<file path="src/rtl/srx_pkg.sv">
package srx_pkg;
  typedef enum logic [2:0] {
    PAR_EVEN  = 3'd0,
    PAR_ODD   = 3'd1,
    PAR_SPACE = 3'd2,
    PAR_MARK  = 3'd3,
    PAR_NONE  = 3'd4
  } par_mode_e;

  typedef enum logic [2:0] {
    ST_IDLE,
    ST_START,
    ST_DATA,
    ST_PAR,
    ST_STOP
  } rx_state_e;

  function automatic logic par_enabled(input logic [2:0] mode);
    return (mode < 3'd4);
  endfunction

  function automatic logic par_good(input logic [2:0] mode, input logic ones_odd, input logic pbit);
    case (mode)
      3'd0:    return (ones_odd ^ pbit) == 1'b0;
      3'd1:    return (ones_odd ^ pbit) == 1'b1;
      3'd2:    return pbit == 1'b0;
      3'd3:    return pbit == 1'b1;
      default: return 1'b1;
    endcase
  endfunction
endpackage

</file>
<file path="src/rtl/srx_sync.sv">
module srx_sync #(
  parameter int STAGES = 2
) (
  input  logic clk_i,
  input  logic rst_ni,
  input  logic d_i,
  output logic q_o
);
  logic [STAGES-1:0] chain_q;

  genvar g;
  generate
    for (g = 0; g < STAGES; g++) begin : g_stage
      if (g == 0) begin : g_first
        always_ff @(posedge clk_i or negedge rst_ni)
          if (!rst_ni) chain_q[0] <= 1'b1;
          else         chain_q[0] <= d_i;
      end else begin : g_next
        always_ff @(posedge clk_i or negedge rst_ni)
          if (!rst_ni) chain_q[g] <= 1'b1;
          else         chain_q[g] <= chain_q[g-1];
      end
    end
  endgenerate

  assign q_o = chain_q[STAGES-1];
endmodule

</file>
<file path="src/rtl/srx_frame.sv">
module srx_frame
  import srx_pkg::*;
#(
  parameter int OVS    = 16,
  parameter int DATA_W = 8
) (
  input  logic              clk_i,
  input  logic              rst_ni,
  input  logic              tick_i,
  input  logic              line_i,
  input  logic [2:0]        par_mode_i,
  output logic              done_o,
  output logic [DATA_W-1:0] data_o,
  output logic              par_bad_o,
  output logic              stop_bad_o
);
  localparam int CNT_W = $clog2(OVS);
  localparam int BIT_W = $clog2(DATA_W + 1);
  localparam logic [CNT_W-1:0] HALF_M1 = CNT_W'(OVS/2 - 1);
  localparam logic [CNT_W-1:0] LAST    = CNT_W'(OVS - 1);
  localparam logic [BIT_W-1:0] BIT_END = BIT_W'(DATA_W - 1);

  rx_state_e         state_q;
  logic [CNT_W-1:0]  cnt_q;
  logic [BIT_W-1:0]  bit_q;
  logic [DATA_W-1:0] shift_q;
  logic [2:0]        mode_q;
  logic              pbit_q;
  logic              done_q, par_bad_q, stop_bad_q;
  logic              at_centre;

  assign at_centre = (cnt_q == LAST);

  always_ff @(posedge clk_i or negedge rst_ni) begin
    if (!rst_ni) begin
      state_q    <= ST_IDLE;
      cnt_q      <= '0;
      bit_q      <= '0;
      shift_q    <= '0;
      mode_q     <= 3'(PAR_NONE);
      pbit_q     <= 1'b0;
      done_q     <= 1'b0;
      par_bad_q  <= 1'b0;
      stop_bad_q <= 1'b0;
    end else begin
      done_q <= 1'b0;
      if (tick_i) begin
        case (state_q)
          ST_IDLE: if (!line_i) begin
            state_q <= ST_START;
            cnt_q   <= '0;
            mode_q  <= par_mode_i;  // mode held for the whole frame
          end
          ST_START: begin
            if (cnt_q == HALF_M1) begin
              cnt_q   <= '0;
              bit_q   <= '0;
              state_q <= line_i ? ST_IDLE : ST_DATA;  // glitch rejection
            end else begin
              cnt_q <= cnt_q + 1'b1;
            end
          end
          ST_DATA: begin
            if (at_centre) begin
              cnt_q   <= '0;
              shift_q <= {line_i, shift_q[DATA_W-1:1]};
              bit_q   <= bit_q + 1'b1;
              if (bit_q == BIT_END)
                state_q <= par_enabled(mode_q) ? ST_PAR : ST_STOP;
            end else begin
              cnt_q <= cnt_q + 1'b1;
            end
          end
          ST_PAR: begin
            if (at_centre) begin
              cnt_q   <= '0;
              pbit_q  <= line_i;
              state_q <= ST_STOP;
            end else begin
              cnt_q <= cnt_q + 1'b1;
            end
          end
          ST_STOP: begin
            if (at_centre) begin
              cnt_q      <= '0;
              done_q     <= 1'b1;
              stop_bad_q <= !line_i;
              par_bad_q  <= par_enabled(mode_q) && !par_good(mode_q, ^shift_q, pbit_q);
              state_q    <= ST_IDLE;
            end else begin
              cnt_q <= cnt_q + 1'b1;
            end
          end
          default: state_q <= ST_IDLE;
        endcase
      end
    end
  end

  assign done_o     = done_q;
  assign data_o     = shift_q;
  assign par_bad_o  = par_bad_q;
  assign stop_bad_o = stop_bad_q;
endmodule

</file>
<file path="src/rtl/srx_status.sv">
module srx_status #(
  parameter int DATA_W = 8
) (
  input  logic              clk_i,
  input  logic              rst_ni,
  input  logic              done_i,
  input  logic [DATA_W-1:0] data_i,
  input  logic              par_bad_i,
  input  logic              stop_bad_i,
  input  logic              rd_i,
  input  logic              clr_i,
  output logic [DATA_W-1:0] data_o,
  output logic              ready_o,
  output logic              par_err_o,
  output logic              frame_err_o
);
  logic [DATA_W-1:0] data_q;
  logic              ready_q, par_q, frame_q;

  always_ff @(posedge clk_i or negedge rst_ni) begin
    if (!rst_ni) begin
      data_q  <= '0;
      ready_q <= 1'b0;
      par_q   <= 1'b0;
      frame_q <= 1'b0;
    end else begin
      if (done_i) data_q <= data_i;
      if (done_i)    ready_q <= 1'b1;
      else if (rd_i) ready_q <= 1'b0;
      // new error wins over a simultaneous clear
      par_q   <= (done_i && par_bad_i)  || (par_q   && !clr_i);
      frame_q <= (done_i && stop_bad_i) || (frame_q && !clr_i);
    end
  end

  assign data_o      = data_q;
  assign ready_o     = ready_q;
  assign par_err_o   = par_q;
  assign frame_err_o = frame_q;
endmodule

</file>
<file path="src/rtl/serial_rx_sticky.sv">
module serial_rx_sticky #(
  parameter int OVS         = 16,
  parameter int DATA_W      = 8,
  parameter int SYNC_STAGES = 2
) (
  input  logic              clk_i,
  input  logic              rst_ni,
  input  logic              line_i,
  input  logic              tick_i,
  input  logic [2:0]        par_mode_i,
  input  logic              rd_i,
  input  logic              clr_sts_i,
  output logic [DATA_W-1:0] data_o,
  output logic              ready_o,
  output logic              par_err_o,
  output logic              frame_err_o
);
  logic              line_s;
  logic              done_w, par_bad_w, stop_bad_w;
  logic [DATA_W-1:0] shift_w;

  srx_sync #(.STAGES(SYNC_STAGES)) u_sync (
    .clk_i (clk_i),
    .rst_ni(rst_ni),
    .d_i   (line_i),
    .q_o   (line_s)
  );

  srx_frame #(.OVS(OVS), .DATA_W(DATA_W)) u_frame (
    .clk_i     (clk_i),
    .rst_ni    (rst_ni),
    .tick_i    (tick_i),
    .line_i    (line_s),
    .par_mode_i(par_mode_i),
    .done_o    (done_w),
    .data_o    (shift_w),
    .par_bad_o (par_bad_w),
    .stop_bad_o(stop_bad_w)
  );

  srx_status #(.DATA_W(DATA_W)) u_status (
    .clk_i      (clk_i),
    .rst_ni     (rst_ni),
    .done_i     (done_w),
    .data_i     (shift_w),
    .par_bad_i  (par_bad_w),
    .stop_bad_i (stop_bad_w),
    .rd_i       (rd_i),
    .clr_i      (clr_sts_i),
    .data_o     (data_o),
    .ready_o    (ready_o),
    .par_err_o  (par_err_o),
    .frame_err_o(frame_err_o)
  );
endmodule

</file>
<file path="config.mk">
export PLATFORM = sky130hd
export DESIGN_NAME = serial_rx_sticky
export DESIGN_NICKNAME = d
export VERILOG_FILES = /design/src/rtl/srx_pkg.sv /design/src/rtl/srx_sync.sv /design/src/rtl/srx_frame.sv /design/src/rtl/srx_status.sv /design/src/rtl/serial_rx_sticky.sv
export SDC_FILE = /design/constraint.sdc
export NUM_CORES = 1
export LEC_CHECK = 0
export ABC_AREA = 1
export BUFFER_PORTS_ARGS = -buffer_cell sky130_fd_sc_hd__buf_2
export CORE_UTILIZATION = 30
export CTS_CLUSTER_SIZE = 20
export DETAILED_ROUTE_END_ITERATION = 10
export SYNTH_ARGS = -nofsm -noshare
export SYNTH_HDL_FRONTEND = slang
export SYNTH_SLANG_ARGS = --single-unit
</file>
<file path="constraint.sdc">
create_clock -name clk_i -period 2.1 [get_ports clk_i]
set_input_delay 0.21 -clock clk_i [delete_from_list [all_inputs] [get_ports clk_i]]
set_output_delay 0.21 -clock clk_i [all_outputs]
set_load 0.01 [all_outputs]
</file>
==> results of run 1 <==
cell families (layout without fill, tap and decap cells):
logic type	after synthesis	in the layout	share of synthesized area (%)
and+or+nand+nor	108	108	25.1
buffers and inverters	35	62	7.23
xor gates and xnor gates	2	2	0.929
adders and majority gates	2	2	1.33
AOI/OAI and AO/OA	45	45	12.8
muxes	1	1	0.597
DFF	39	39	52.0
registers in the layout, summed over array words and instances, names as in the netlist, 3 cells and up:
signal / count
u_frame.data_o: 8
u_frame.bit_q: 4
u_frame.state_q: 3
u_frame.mode_q: 3
u_frame.cnt_q: 4
u_status.data_o: 8
cells in the final DEF, fill, tap and decap left out, drive strengths merged:
master / instances
a21oi: 10
buf: 20
clkbuf: 6
clkinv: 1
clkinvlp: 1
dfrtp: 36
dfstp: 3
dlygate4sd3: 2
ha: 2
inv: 32
mux2: 1
nand2: 79
nand3: 10
nand4: 2
nor2: 15
nor3: 2
o211ai: 1
o21ai: 33
o22ai: 1
xnor2: 1
xor2: 1
worst max-delay path by stage:
stage	startpoint	end	cells after the start
finish	u_frame.cnt_q[0]	u_frame.state_q[1]	10
global route	u_frame.cnt_q[0]	u_frame.state_q[1]	10
CTS	u_frame.cnt_q[0]	u_frame.state_q[1]	10
detailed placement	u_frame.cnt_q[0]	u_frame.state_q[1]	10
global placement	u_frame.cnt_q[0]	u_frame.state_q[1]	10
floorplan	u_frame.cnt_q[0]	u_frame.state_q[1]	10
cell usage after synthesis (all sizes together):
cell and count:
ha 2, inv 32, nor2 15, nor3 2, dfrtp 36, mux2 1
o21ai 33, xnor2 1, nand2 79, clkbuf 1, xor2 1, buf 2
dfstp 3, nand4 2, nand3 10, a21oi 10, o211ai 1, o22ai 1
through the flow:
step	area, sq um	hold slack [ps]	utilization (%)	power [mW]
after floorplan	1890	-85.6	-	1.44
after global placement	2070	166	34.5	1.56
after detailed placement	2070	169	34.5	1.58
after CTS	2170	10.8	36.3	2.13
after global routing	2180	107	36.5	2.28
final	2180	104	36.5	2.11
layout make-up:
| type | count | area, sq um | share of cell area (%) |
|---|---|---|---|
| Clock inverter | 2 | 16.3 | 0.745 |
| Timing Repair Buffer | 22 | 123 | 5.61 |
| Sequential cell | 39 | 980 | 44.8 |
| Clock buffer | 6 | 82.6 | 3.78 |
| Tap cell | 75 | 93.8 | 4.30 |
| Inverter | 32 | 120 | 5.50 |
| Multi-Input combinational cell | 158 | 769 | 35.2 |
metal layers:
layer	vias up	share of wire [%]
met5	-	0
met4	0	0.24
met3	2	3.3
met2	15	44
met1	668	53
li1	784	-
power groups by stage:
stage / logic, mW / registers, mW / clock network (mW)
3_3_place_gp: 0.570 / 0.992 / 0
6_report: 0.586 / 0.983 / 0.540
3_5_place_dp: 0.587 / 0.993 / 0
5_1_grt: 0.690 / 1.00 / 0.590
2_1_floorplan: 0.473 / 0.968 / 0
4_1_cts: 0.592 / 0.981 / 0.556
what timing repair did:
| action | CTS | global route |
|---|---|---|
| resized for setup | 0 | 0 |
| endpoints found under the hold margin | 15 | 1 |
| hold buffers | 1 | 1 |
| setup endpoints to repair | 0 | 0 |
==> impl_results.md, run 1 <==
- Pre-CTS WS: 566 ps
- Worst R2R Path Depth: 10
- Starting Density: 31.5%
- First-pass GRT wire length: 6090 um
- Clock power share: 25.6%
- Total wire length: 3330 um
- Setup Skew: 2.38 ps
- Critical-path cell list: ha_1 -> nand2_1 -> inv_1 -> nand2_2 -> nand2_2 -> nand2_2 -> nor2_4 -> nand4_2 -> nor2_1 -> a21oi_1
- Max-slew violations: 0
- Initial DRT Pass Iterations: 4
- Reg-to-Reg End: u_frame.state_q[1]
- Clk_lat worst skew: 280 ps
- Number of max-cap violations: 0
- Largest net degree at the start of global routing: 22
- Seq pwr share: 46.6%
- Global Route Usage Sum: 11.9%
- Antenna cells: 0
- DR iter-0 viols: 78
- DR WL/cell: 9.98 um
- Critical path buffer and inverter count: 1
- Final setup margin: 566 ps
- Initial antenna violation count: 0
- Met1 Track Usage GR: 15.9%
- RSZ-0062 raised after global routing: no
- Syn-to-layout area delta: 15.9%
- Switching Fraction: 35.7%
- WP data arrival: 1710 ps
- Hold path endpoint: u_status.ready_o
- Slowest CP cell: dfrtp_1
- GR Util met3: 3.37%
- Hold Path Origin: rd_i
- Cell area after synthesis: 1890 sq um
- Kind of cell adding the most delay to the critical path: simple AND/OR/NAND/NOR gates
- Startpoint types: register
- Slew headroom: 72.5%
- Layer with the highest usage: met2
- Worst VDD drop: 0.000535 V
- Post-Syn Nets: 243
- Reg2reg start: u_frame.cnt_q[0]
- Clk buf depth: 2
- TritonCTS clock tree: yes
- Syn. warnings: 0
- Comb power frac: 27.8%
- R2R setup slack: 570 ps
- Critical path class: register to register
- Clock sinks: 39
- Clock buffer count from CTS: 5
- Yosys reg bits: 39
- Crit path max fanout: 6
- Post-synthesis sequential area ratio: 52.0%
- GRT overflow: 0
- Status: completed
- Setup violations, final: 0
- Clock root cell: clkbuf_8
- Placed cells: 324
- Cell-internal power: 1.36 mW
- Htree depth: 2
- Core ar.: 5990 sq um
- Post-CTS Setup Bufs: 0
- Placer congestion estimate: 0.823
- Hold Fails Final Rpt: 0
- CP dominant cell by count: nand2_2
- Layout Nets: 269
- Layout fillers: 635
- Post-route insts no fill: 334
- Die area: 6610 sq um
- Core Rows: 28
- Synth top area share: 47.8%
- Slowest stage delay, CP: 400 ps
- Routed vias/inst: 4.40
- Vert. Die Dim: 81.3 um
- Cell variety after synth: 28
- Routed vias: 1469
- Syn_area_per_cell: 8.13 sq um
- DP Wirelength: 2560 um
- Power per cell area: 965 nW/um^2
- Post-route DRC: 0
- Lkg Pwr: 1.12 nW
- Met2 Usage GRT: 18.3%
- Final setup TNS: 0 ps
- Tcrit/Tclk final: 73.1%
- Port Buffers: 19
- Class of the worst hold path: primary input to register
- Slew @ Worst Pin: 412 ps
- Worst setup EP type: register
- DRT antenna net count: 0
- Net Sw Power: 0.753 mW
- Hold depth: 2
- Fin crit period: 1530 ps
- Vias in the first global route: 1410
- Largest cells by area after synthesis: dfrtp_1, nand2_1, o21ai_0, inv_1, dfstp_2
- Die width: 81.3 um
- CP Data Required Time: 2270 ps
- Synth area leader: dfrtp_1
- CTS clk-pin slew, worst paths: 80 ps
- Cells after Synth: 232
- Share of layout cells above drive strength 1: 18.9%
- Fmax: 652 MHz
- Io pins: 20
Power figures use the tool's default switching activity.
==> run 2: changes to the inputs <==
==> constraint.sdc (replaced) <==
create_clock -name clk_i -period 1.5 [get_ports clk_i]
set_input_delay 0.15 -clock clk_i [delete_from_list [all_inputs] [get_ports clk_i]]
set_output_delay 0.15 -clock clk_i [all_outputs]
set_load 0.01 [all_outputs]
==> run 2 against run 1 <==
Compared with the run above: worst hold slack got worse by 68 ps; utilization up 1.5 points; count of clock-buffer cells in the layout up 1; sequential share of layout area decreased by 1.7 points; design area rose by 4.2%; final cell count up 2.4%; register-to-register slack got worse by 520 ps; critical path type unchanged; critical endpoint is now u_frame.bit_q[2].
==> impl_results.md, run 2 (same netlist as run 1, synthesis figures left out) <==
- Setup violations, final: 0
- Number of max-cap violations: 0
- Slowest CP cell: dfrtp_1
- Pre-CTS WS: 25.2 ps
- Lkg Pwr: 1.16 nW
- WP data arrival: 1670 ps
- Post-layout util: 38.0%
- Critical path class: register to register
- DR iter-0 viols: 72
- Clock sinks: 39
- Post-route insts no fill: 342
- Placed cells: 327
- Vias in the first global route: 1343
- Fmax: 687 MHz
- Tcrit/Tclk final: 97.0%
- Largest net degree at the start of global routing: 22
- Slowest stage delay, CP: 380 ps
- Critical-path cell list: ha_2 -> nand2_2 -> inv_2 -> nand2_4 -> nand2_2 -> nand2_2 -> nor2_4 -> o21ai_2 -> inv_2 -> nand2_1 -> a21oi_1
- TritonCTS clock tree: yes
- Final setup TNS: 0 ps
- Vert. Die Dim: 81.3 um
- Core Rows: 28
- CP Data Required Time: 1710 ps
- DR WL/cell: 10.4 um
- Clk buf depth: 2
- Share of layout cells above drive strength 1: 23.2%
- Syn-to-layout area delta: 20.8%
- Commonest non-fill, non-tap cell in the layout: nand2_1
- Io pins: 20
- Post-route DRC: 0
- Power per cell area: 1340 nW/um^2
- Layout Nets: 277
- Slew @ Worst Pin: 447 ps
- Clock root cell: clkbuf_8
- GRT overflow: 0
- DP Wirelength: 2560 um
- First-pass GRT wire length: 6170 um
- Hold Fails Final Rpt: 0
- Port Buffers: 19
- CP dominant cell by count: nand2_2
- Total power: 3.06 mW
- Starting Density: 31.5%
- Slew headroom: 70.2%
- Initial antenna violation count: 0
- Die width: 81.3 um
- Core ar.: 5990 sq um
- Htree depth: 2
- CTS clk-pin slew, worst paths: 70 ps
- RSZ-0062 raised after global routing: yes
- Clk_lat worst skew: 290 ps
- Fin crit period: 1460 ps
- Class of the worst hold path: primary input to register
- Final Cell Area: 2280 sq um
- Total wire length: 3540 um
- Placer congestion estimate: 0.807
- Status: completed
- Routed vias/inst: 4.39
- Placed standard-cell area: 2100 sq um
- Die area: 6610 sq um
- Max-slew violations: 0
- Initial DRT Pass Iterations: 4
- Routed vias: 1503
- Clock buffer count from CTS: 5
- Worst VDD drop: 0.000548 V
- Final setup margin: 44.6 ps
- Worst setup EP type: register
- Crit path max fanout: 4
- Startpoint types: register
- Global Route Usage Sum: 12.2%
- Final hold slack: 35.3 ps
- Antenna cells: 0
- Setup Skew: 6.33 ps
- DRT antenna net count: 0
- Most frequent cells in the layout: nand2_1, dfrtp_1, inv_1
[run 2: changes by cell type in the layout (fill, tap and decap cells not counted), moves of 2 or more]
cell	before	now
nand2_4	0	2
clkbuf_1	0	2
nand2_1	74	71
dfrtp_1	36	34
dfrtp_2	0	2
buf_4	1	8
[run 2: final timing paths]
path / end / slack, ps / cells after the start / startpoint
min in group asynchronous: u_status.data_o[5] / 340 / 2 / rst_ni
max in group asynchronous: u_frame.state_q[2] / 680 / 3 / rst_ni
hold / removal: u_status.ready_o / 40 / 2 / rd_i
setup reg to reg: u_frame.bit_q[2] / 40 / 11 / u_frame.cnt_q[1]
setup / recovery: u_frame.bit_q[2] / 40 / 11 / u_frame.cnt_q[1]
hold reg to reg: u_sync.q_o / 360 / 0 / u_sync.chain_q[0]
[run 2: layout make-up]
| class | instances | area [sq um] |
|---|---|---|
| timing repair buffer | 30 | 195 |
| sequential | 39 | 982 |
| fill | 611 | 3710 |
| clock buffer | 7 | 76.3 |
| clock inverter | 1 | 5.00 |
| multi-input combinational | 158 | 805 |
| inverter | 32 | 120 |
| tap | 75 | 93.8 |
[run 2: per-layer routing]
layer / up-vias / share of wire [%] / GRT usage [%]
li1: 802 / - / -
met1: 681 / 55 / 16.8
met2: 16 / 41 / 17.9
met3: 4 / 3.2 / 3.48
met4: 0 / 1.0 / 4.82
met5: - / 0 / 0
[run 2: where the power goes]
part           internal, mW  total, mW  switching [mW]
combinational         0.409      0.992           0.583
clock                 0.327      0.686           0.359
sequential             1.22       1.38           0.159
total                  1.96       3.06            1.10
[run 2: critical path: cells and delay by family, from the launching register on]
family	cells	cell delay, ps
AOI/OAI and AO/OA	2	200
adders and majority gates	1	200
buffers and inverters	2	170
DFF	1	380
and+or+nand+nor	6	430
[run 2: what timing repair did]
action / CTS / global route
hold endpoints to repair: 16 / 0
endpoints found under the setup margin: 0 / 19
buffers inserted: 0 / 5
gates resized for setup: 0 / 11
hold buffers: 2 / 0
==> run 3: changes to the inputs <==
--- a/config.mk
+++ b/config.mk
@@ -8,6 +8,7 @@
 export ABC_AREA = 1
 export BUFFER_PORTS_ARGS = -buffer_cell sky130_fd_sc_hd__buf_2
 export CORE_UTILIZATION = 30
+export CTS_BUF_LIST = sky130_fd_sc_hd__clkbuf_8
 export CTS_CLUSTER_SIZE = 20
 export DETAILED_ROUTE_END_ITERATION = 10
 export SYNTH_ARGS = -nofsm -noshare
==> constraint.sdc (replaced) <==
create_clock -name clk_i -period 1.6 [get_ports clk_i]
set_input_delay 0.16 -clock clk_i [delete_from_list [all_inputs] [get_ports clk_i]]
set_output_delay 0.16 -clock clk_i [all_outputs]
set_load 0.01 [all_outputs]
==> run 3 against run 2 <==
Compared with the run above: sequential cell count is the same; routed wire length shrank 4.9%; worst hold slack gained 12 ps; global-route usage shrank 0.24 points; critical path depth is the same; design area shrank 2.5%; largest power group unchanged.
==> impl_results.md, run 3 (same netlist as run 1, synthesis figures left out) <==
- Status: completed
- Layout Nets: 271
- Tcrit/Tclk final: 91.5%
- Initial antenna violation count: 0
- Setup Skew: 11.6 ps
- Most frequent cells in the layout: nand2_1, dfrtp_1, inv_1
- Post-route insts no fill: 336
- RSZ-0062 raised after global routing: yes
- Routed vias: 1484
- Met3 WL: 85 um
- Net Sw Power: 0.993 mW
- DR iter-0 viols: 76
- Clock power share: 23.2%
- Lkg Pwr: 1.13 nW
- Core ar.: 5990 sq um
- Share of layout cells above drive strength 1: 20.7%
- Placer congestion estimate: 0.743
- Placed cells: 325
- Starting Density: 31.5%
- Hold Fails Final Rpt: 0
- Commonest non-fill, non-tap cell in the layout: nand2_1
- Critical-path cell list: ha_2 -> nand2_1 -> inv_2 -> nand2_4 -> nand2_2 -> nand2_2 -> nor2_4 -> o21ai_2 -> inv_2 -> nand2_1 -> a21oi_2
- Final setup TNS: 0 ps
- Clock root cell: clkbuf_8
- Met1 Wirelength: 1800 um
- Crit path max fanout: 4
- Seq pwr share: 46.7%
- Startpoint types: register
- Comb power frac: 30.1%
- Slew headroom: 70.3%
- Switching Fraction: 36.1%
- Power per cell area: 1240 nW/um^2
- Global Route Usage Sum: 12.0%
- Antenna cells: 0
- DP Wirelength: 2480 um
- Core Rows: 28
- CTS clk-pin slew, worst paths: 80 ps
- Largest net degree at the start of global routing: 22
- Total wire length: 3370 um
- Die width: 81.3 um
- Slowest stage delay, CP: 370 ps
- Pre-CTS WS: 61.0 ps
- DR WL/cell: 10.0 um
- Met2 wire length: 1420 um
- Final setup margin: 137 ps
- Io pins: 20
- GRT overflow: 0
- Top Layer Used: met4
- Clk_lat worst skew: 290 ps
- CP Data Required Time: 1810 ps
- Slew @ Worst Pin: 445 ps
- Number of max-cap violations: 0
- First-pass GRT wire length: 6080 um
- Worst setup EP type: register
- Critical path class: register to register
- Port Buffers: 19
- Routed vias/inst: 4.42
- Syn-to-layout area delta: 17.7%
- Slowest CP cell: dfrtp_1
- Vert. Die Dim: 81.3 um
- Clock buffer count from CTS: 5
- Class of the worst hold path: primary input to register
- Max-slew violations: 0
- Final Cell Area: 2220 sq um
- TritonCTS clock tree: yes
- Worst VDD drop: 0.000610 V
- Post-route DRC: 0
- Initial DRT Pass Iterations: 4
- Vias in the first global route: 1355
- DRT antenna net count: 0
- Clk buf depth: 2
- Cell-internal power: 1.76 mW
- Setup violations, final: 0
- Placed standard-cell area: 2090 sq um
- Htree depth: 2
- Die area: 6610 sq um
- Clock sinks: 39
- WP data arrival: 1680 ps
- Fmax: 683 MHz
- Fin crit period: 1460 ps
[run 3: cell count changes in the layout (fill, tap and decap cells not counted), moves of 2 or more]
cell | previous run | this run
nand2_2 | 6 | 4
nand2_1 | 71 | 74
buf_4 | 8 | 2
clkbuf_1 | 2 | 0
[run 3: per-stage QoR]
stage	power (mW)	hold slack [ps]	utilization [%]
after floorplan	1.89	-136	-
after global placement	2.06	136	34.8
after detailed placement	2.08	135	34.8
after CTS	2.75	43.0	36.6
after global routing	3.00	60.7	37.1
final	2.75	47.6	37.1
[run 3: power groups by stage]
stage / Combinational [mW] / Sequential (mW) / Clock [mW]
floorplan: 0.620 / 1.27 / 0
global placement: 0.760 / 1.30 / 0
detailed placement: 0.774 / 1.30 / 0
CTS: 0.784 / 1.29 / 0.674
global route: 0.978 / 1.31 / 0.707
finish: 0.828 / 1.29 / 0.639
[run 3: worst max-delay path: cells and delay by family, from the launching register on]
family | cells | cell delay [ps]
AOI/OAI and AO/OA | 2 | 190
adders and majority gates | 1 | 190
buffers and inverters | 2 | 170
DFF | 1 | 370
and+or+nand+nor | 6 | 460
[run 3: worst paths after layout]
| kind | depth (start not counted) | start | to | slack, ps |
|---|---|---|---|---|
| worst min-delay path | 2 | rd_i | u_status.ready_o | 50 |
| max in group asynchronous | 3 | rst_ni | u_frame.bit_q[3] | 780 |
| worst max register to register | 11 | u_frame.cnt_q[1] | u_frame.bit_q[2] | 140 |
| min in group asynchronous | 2 | rst_ni | u_status.data_o[5] | 350 |
| worst max-delay path | 11 | u_frame.cnt_q[1] | u_frame.bit_q[2] | 140 |
| worst min register to register | 0 | u_sync.chain_q[0] | u_sync.q_o | 360 |
[run 3: final cells by class]
cell class | instances | area (sq um)
clock buffers | 5 | 68.8
clock inverters | 3 | 16.3
fillers | 605 | 3770
inverters | 32 | 120
multi-input cells | 158 | 790
flip-flops and latches | 39 | 981
well taps | 75 | 93.8
repair buffers | 24 | 150
[run 3: metal layers]
metal	GRT usage, %	vias to the layer above
li1	-	793
met1	16.8	670
met2	17.6	16
met3	2.13	5
met4	5.89	0
met5	0	-
[run 3: what timing repair did]
action                                 4_1_cts  5_1_grt
setup endpoints to repair                    0        7
resized for setup                            0        6
hold buffers                                 2        0
endpoints found under the hold margin       16        0
buffers inserted                             0        1
